$ cat src/rtl/bus_handover_pkg.sv
package bus_handover_pkg;

    typedef enum logic [1:0] {
        HO_IDLE    = 2'd0,
        HO_PENDING = 2'd1,
        HO_GRANTED = 2'd2,
        HO_RELEASE = 2'd3
    } ho_state_e;

    // synchronised input vector bit positions
    localparam int unsigned IN_REQ   = 0;
    localparam int unsigned IN_ACK   = 1;
    localparam int unsigned IN_STRB  = 2;
    localparam int unsigned IN_XACK  = 3;
    localparam int unsigned IN_BUSY  = 4;
    localparam int unsigned IN_COUNT = 5;

    typedef struct packed {
        ho_state_e state;
        logic      grant;
        logic      seen;
    } ho_regs_t;

endpackage

$ cat src/rtl/bus_handover_sync.sv
module bus_handover_sync #(
    parameter int unsigned WIDTH  = 5,
    parameter int unsigned STAGES = 2
) (
    input  logic             clk,
    input  logic             rst_n,
    input  logic [WIDTH-1:0] async_i,
    output logic [WIDTH-1:0] sync_o
);
    logic [STAGES-1:0][WIDTH-1:0] chain_q;
    logic [STAGES-1:0][WIDTH-1:0] chain_d;

    always_comb begin
        chain_d[0] = async_i;
    end

    for (genvar g = 1; g < STAGES; g++) begin : g_stage
        always_comb begin
            chain_d[g] = chain_q[g-1];
        end
    end

    always_ff @(posedge clk or negedge rst_n) begin
        if (!rst_n) chain_q <= '0;
        else        chain_q <= chain_d;
    end

    assign sync_o = chain_q[STAGES-1];
endmodule

$ cat src/rtl/bus_handover_fsm.sv
module bus_handover_fsm
    import bus_handover_pkg::*;
(
    input  logic      clk,
    input  logic      rst_n,
    input  logic      s_req,
    input  logic      s_ack,
    input  logic      s_strb,
    input  logic      s_xack,
    input  logic      s_busy,
    output logic      grant,
    output logic      drive_en
);
    ho_regs_t regs_q, regs_d;
    logic     bus_idle;

    assign bus_idle = !s_busy && !s_strb && !s_xack;

    always_comb begin
        regs_d = regs_q;
        unique case (regs_q.state)
            HO_IDLE: begin
                regs_d.grant = 1'b0;
                regs_d.seen  = 1'b0;
                if (s_req && !s_ack) regs_d.state = HO_PENDING;
            end
            HO_PENDING: begin
                if (!s_req) begin
                    regs_d.state = HO_IDLE;
                end else if (bus_idle) begin
                    regs_d.state = HO_GRANTED;
                    regs_d.grant = 1'b1;
                end
            end
            HO_GRANTED: begin
                regs_d.grant = regs_q.grant && !s_ack;
                regs_d.seen  = regs_q.seen || s_ack;
                if (regs_q.seen && !s_ack) begin
                    regs_d.state = HO_RELEASE;
                    regs_d.grant = 1'b0;
                end else if (!regs_q.seen && !s_ack && !s_req) begin
                    regs_d.state = HO_RELEASE;
                    regs_d.grant = 1'b0;
                end
            end
            HO_RELEASE: begin
                regs_d.state = HO_IDLE;
                regs_d.grant = 1'b0;
                regs_d.seen  = 1'b0;
            end
            default: regs_d = '{HO_IDLE, 1'b0, 1'b0};
        endcase
    end

    always_ff @(posedge clk or negedge rst_n) begin
        if (!rst_n) regs_q <= '{HO_IDLE, 1'b0, 1'b0};
        else        regs_q <= regs_d;
    end

    assign grant    = regs_q.grant;
    assign drive_en = (regs_q.state != HO_GRANTED);


    grant_rise_chk: assert property (@(posedge clk) disable iff (!rst_n)
        $rose(grant) |-> $past(!s_busy && !s_strb && !s_xack && s_req));


    grant_drop_chk: assert property (@(posedge clk) disable iff (!rst_n)
        (grant && s_ack) |=> !grant);


    foreign_hold_chk: assert property (@(posedge clk) disable iff (!rst_n)
        (regs_q.state == HO_IDLE && s_ack) |=> (regs_q.state == HO_IDLE));


    release_once_chk: assert property (@(posedge clk) disable iff (!rst_n)
        (regs_q.state == HO_RELEASE) |=> (regs_q.state == HO_IDLE));


    drive_off_chk: assert property (@(posedge clk) disable iff (!rst_n)
        grant |-> !drive_en);
endmodule

$ cat src/rtl/bus_handover_ctrl.sv
module bus_handover_ctrl
    import bus_handover_pkg::*;
#(
    parameter int unsigned SYNC_STAGES = 2
) (
    input  logic clk,
    input  logic rst_n,
    input  logic bus_req_i,
    input  logic alt_ack_i,
    input  logic own_strobe_i,
    input  logic xfer_ack_i,
    input  logic cyc_busy_i,
    output logic grant_o,
    output logic own_drive_en_o,
    output logic alt_may_take_o
);
    logic [IN_COUNT-1:0] raw_in;
    logic [IN_COUNT-1:0] syn_in;

    always_comb begin
        raw_in          = '0;
        raw_in[IN_REQ]  = bus_req_i;
        raw_in[IN_ACK]  = alt_ack_i;
        raw_in[IN_STRB] = own_strobe_i;
        raw_in[IN_XACK] = xfer_ack_i;
        raw_in[IN_BUSY] = cyc_busy_i;
    end

    bus_handover_sync #(
        .WIDTH  (IN_COUNT),
        .STAGES (SYNC_STAGES)
    ) u_sync (
        .clk     (clk),
        .rst_n   (rst_n),
        .async_i (raw_in),
        .sync_o  (syn_in)
    );

    bus_handover_fsm u_fsm (
        .clk      (clk),
        .rst_n    (rst_n),
        .s_req    (syn_in[IN_REQ]),
        .s_ack    (syn_in[IN_ACK]),
        .s_strb   (syn_in[IN_STRB]),
        .s_xack   (syn_in[IN_XACK]),
        .s_busy   (syn_in[IN_BUSY]),
        .grant    (grant_o),
        .drive_en (own_drive_en_o)
    );

    assign alt_may_take_o = grant_o && !syn_in[IN_STRB] && !syn_in[IN_XACK]
                            && !syn_in[IN_ACK];


    take_needs_grant_chk: assert property (@(posedge clk) disable iff (!rst_n)
        alt_may_take_o |-> (grant_o && !own_drive_en_o));


    reset_state_chk: assert property (@(posedge clk)
        !rst_n |-> (!grant_o && own_drive_en_o && !alt_may_take_o));
endmodule

$ cat config.mk
export PLATFORM = sky130hd
export DESIGN_NAME = bus_handover_ctrl
export DESIGN_NICKNAME = d
export VERILOG_FILES = /design/src/rtl/bus_handover_pkg.sv /design/src/rtl/bus_handover_sync.sv /design/src/rtl/bus_handover_fsm.sv /design/src/rtl/bus_handover_ctrl.sv
export SDC_FILE = /design/constraint.sdc
export NUM_CORES = 1
export LEC_CHECK = 0
export BUFFER_PORTS_ARGS = -buffer_cell sky130_fd_sc_hd__buf_2
export CORE_AREA = 5 5 42 44
export DETAILED_ROUTE_END_ITERATION = 7
export DIE_AREA = 0 0 47 49
export PLACE_DENSITY = 0.67
export SYNTH_ARGS = -nofsm -noshare
export SYNTH_HDL_FRONTEND = slang
export SYNTH_SLANG_ARGS = --single-unit
$ cat constraint.sdc
create_clock -name clk -period 3 [get_ports clk]
set_clock_uncertainty 0.1 [all_clocks]
set_input_delay 0.45 -clock clk [delete_from_list [all_inputs] [get_ports clk]]
set_output_delay 0.45 -clock clk [all_outputs]
set_load 0.01 [all_outputs]
==> impl_metrics.csv <==
group,metric,value,unit
cts,cts_resized,0,
floorplan,core-area,1400,µm²
cells_and_area,drive_above_1_share,28.3,%
global_routing,antenna_found_initial,0,
min_path,holdCritStartpoint,"alt_ack_i",
cts,clkTransAtPathRegs,90,ps
detailed_routing,viasPerCell,5.17,
worst_setup_path,endpoint_kind,"output port",
cts,clk_latency,280,ps
detailed_routing,vias,357,
worst_setup_path,critical_path_required,2450,ps
floorplan,pin_count,10,
power_and_ir_drop,vdd_drop_max,0.000343,V
detailed_routing,wl,923,µm
worst_setup_path,arrival,1250,ps
min_path,hold_class,"input port to register",
worst_setup_path,crit_fanout,4,
detailed_routing,drt_first_pass_iters,1,
cells_and_area,postLayoutCoreUtil,47.5,%
power_and_ir_drop,leakagePower,0.312,nW
timing,fin_crit_sh,59.9,%
timing,finalCriticalPeriod,1800,ps
worst_setup_path,startpoint,"u_fsm.regs_q[2]",
global_routing,grt_pass1_wl,1.73,mm
cts,cts_tree,"yes",
placement,io_buffers,9,
run_status,status,"finished, final reports clean",
detailed_routing,wl_per_cell,13.4,µm
timing,setup_viol_count_final,0,
global_routing,grtUsageTotal,11.2,%
worst_setup_path,r2r-start,"u_fsm.regs_q[3]",
cts,clk_path_buf_depth,2,
detailed_routing,ant_nets,0,
global_routing,grt_overflow,0,
timing,slew_viol_final,0,
cells_and_area,area_delta_synth_final,20.1,%
detailed_routing,drc,0,
cts,cts_buffers,3,
cells_and_area,layout_common_cells,"14 x dfrtp_1, 9 x buf_2, 4 x ha_1",
timing,fin_ws,1200,ps
cells_and_area,stdcell_count,69,
synthesis,syn_area_per_cell,14.2,µm²
global_routing,grt_pass1_vias,387,
placement,place_congestion,0.706,
run,cap_viol_max_count,0,
synthesis,synthTopCellsByArea,"dfrtp_1 63%, ha_1 9.0%, o41ai_4 5.0%",
timing,fin_setup_tns,0,ps
synthesis,yosysWarningCount,0,
timing,hold_viol,0,
cells_and_area,mostFrequentLayoutCell,"dfrtp_1",
cells_and_area,nFillCells,147,
cells_and_area,n_antenna_cell,0,
synthesis,ys_seq_area_share,63.2,%
global_routing,grt_max_degree,15,
floorplan,rows,14,
worst_setup_path,cp-start-kind,"register",
power_and_ir_drop,power.density,895,nW/µm²
detailed_routing,drt_iter0_drc,0,
cts,cts.sinks,14,
floorplan,initial_utilization,39.6,%
worst_setup_path,crit_type,"register to output port",
synthesis,postSynthNetCount,50,
synthesis,netlist_area,554,µm²
timing,clock.fmax,556,MHz
timing,worstMarginPinSlew,373,ps
placement,dp_cells,64,
synthesis,synth.distinct_cells,18,
timing,rsz0062_at_grt,"false",
floorplan,die_y,49,µm
timing,slew_headroom,74.7,%
cts,htree_num_levels,1,
cts,clockRootBuffer,"clkbuf_4",
power_and_ir_drop,finalPower,596,µW
synthesis,synthCells,39,
synthesis,yosys.area.top_type,"dfrtp_1",
floorplan,chipWidth,47,µm
placement,hpwlAfterDp,682,µm
synthesis,synth-seq-cells,14,
cells_and_area,nNetsFinal,65,
placement,post-place-ws,1480,ps
synthesis,synth_top_area_share,63.2,%
floorplan,dieArea,2300,µm²
==> worst paths after layout <==
check | end | slack [ps] | cells after the start
setup reg to reg | u_fsm.regs_q[3] | 1440 | 5
hold reg to reg | u_sync.sync_o[4] | 240 | 0
min in group asynchronous | u_sync.sync_o[1] | 460 | 2
setup / recovery | own_drive_en_o | 1200 | 4
hold / removal | u_sync.chain_d[6] | 170 | 1
max in group asynchronous | u_sync.sync_o[3] | 2090 | 2
==> metal layers <==
layer / up-vias / wire length, µm / track usage [%]
li1: 168 / - / -
met1: 176 / 363 / 13.2
met2: 10 / 474 / 15.8
met3: 3 / 75 / 7.75
met4: 0 / 9 / 4.15
met5: - / 0 / 0
==> final cells by class <==
type	instances	area, µm²	share of cell area [%]
Tap cell	16	20.0	3.01
Inverter	4	15.0	2.26
Timing Repair Buffer	10	55.1	8.27
Multi-Input combinational cell	21	189	28.4
Clock buffer	4	36.3	5.45
Sequential cell	14	350	52.6
==> flip-flops by register name, summed over array words and instances (netlist names) <==
| name | cells |
|---|---|
| u_fsm.grant | 1 |
| u_fsm.regs_q | 3 |
| u_sync.sync_o | 5 |
| u_sync.chain_d | 5 |
==> power by group <==
part | internal, mW | switching (mW)
clock network | 0.0739 | 0.0615
logic | 0.101 | 0.112
registers | 0.224 | 0.0237
==> worst max-delay path, stage by stage, from the launching register on <==
cell     delay [ps]
dfrtp_1         410
inv_1           140
ha_1            210
inv_1            60
buf_2           130
==> cells in the mapped netlist (all sizes together) <==
cell type and count:
o41ai 1, a32o 1, o22a 1, inv 4, nor2b 2, ha 4, nor2 1, o311ai 1
o31ai 2, mux2i 1, nor4b 1, a32oi 1, nand2 1, nand2b 1, nand3 1, o21ai 2
dfrtp 14
==> per-stage QoR <==
stage | hold WS, ps | cell area [µm²]
3_3_place_gp | 232 | 619
6_report | 173 | 666
4_1_cts | 164 | 666
3_5_place_dp | 236 | 619
5_1_grt | 151 | 666
2_1_floorplan | 54.4 | 554
==> repair_timing <==
action                    4_1_cts  5_1_grt
hold endpoints to repair       14        0
buffers inserted                0        0
hold buffers                    1        0
==> logic make-up (layout without fill, tap and decap cells) <==
| family | after synthesis | after routing | synth area share (%) |
|---|---|---|---|
| adder cells (fa/ha/maj) | 4 | 4 | 9.03 |
| multiplexers | 1 | 1 | 1.81 |
| flip-flops | 14 | 14 | 63.2 |
| buffers and inverters | 4 | 18 | 2.71 |
| AO/OA/AOI/OAI | 9 | 9 | 16.0 |
| AND/OR/NAND/NOR | 7 | 7 | 7.22 |
(Power assumes the default switching activity.)
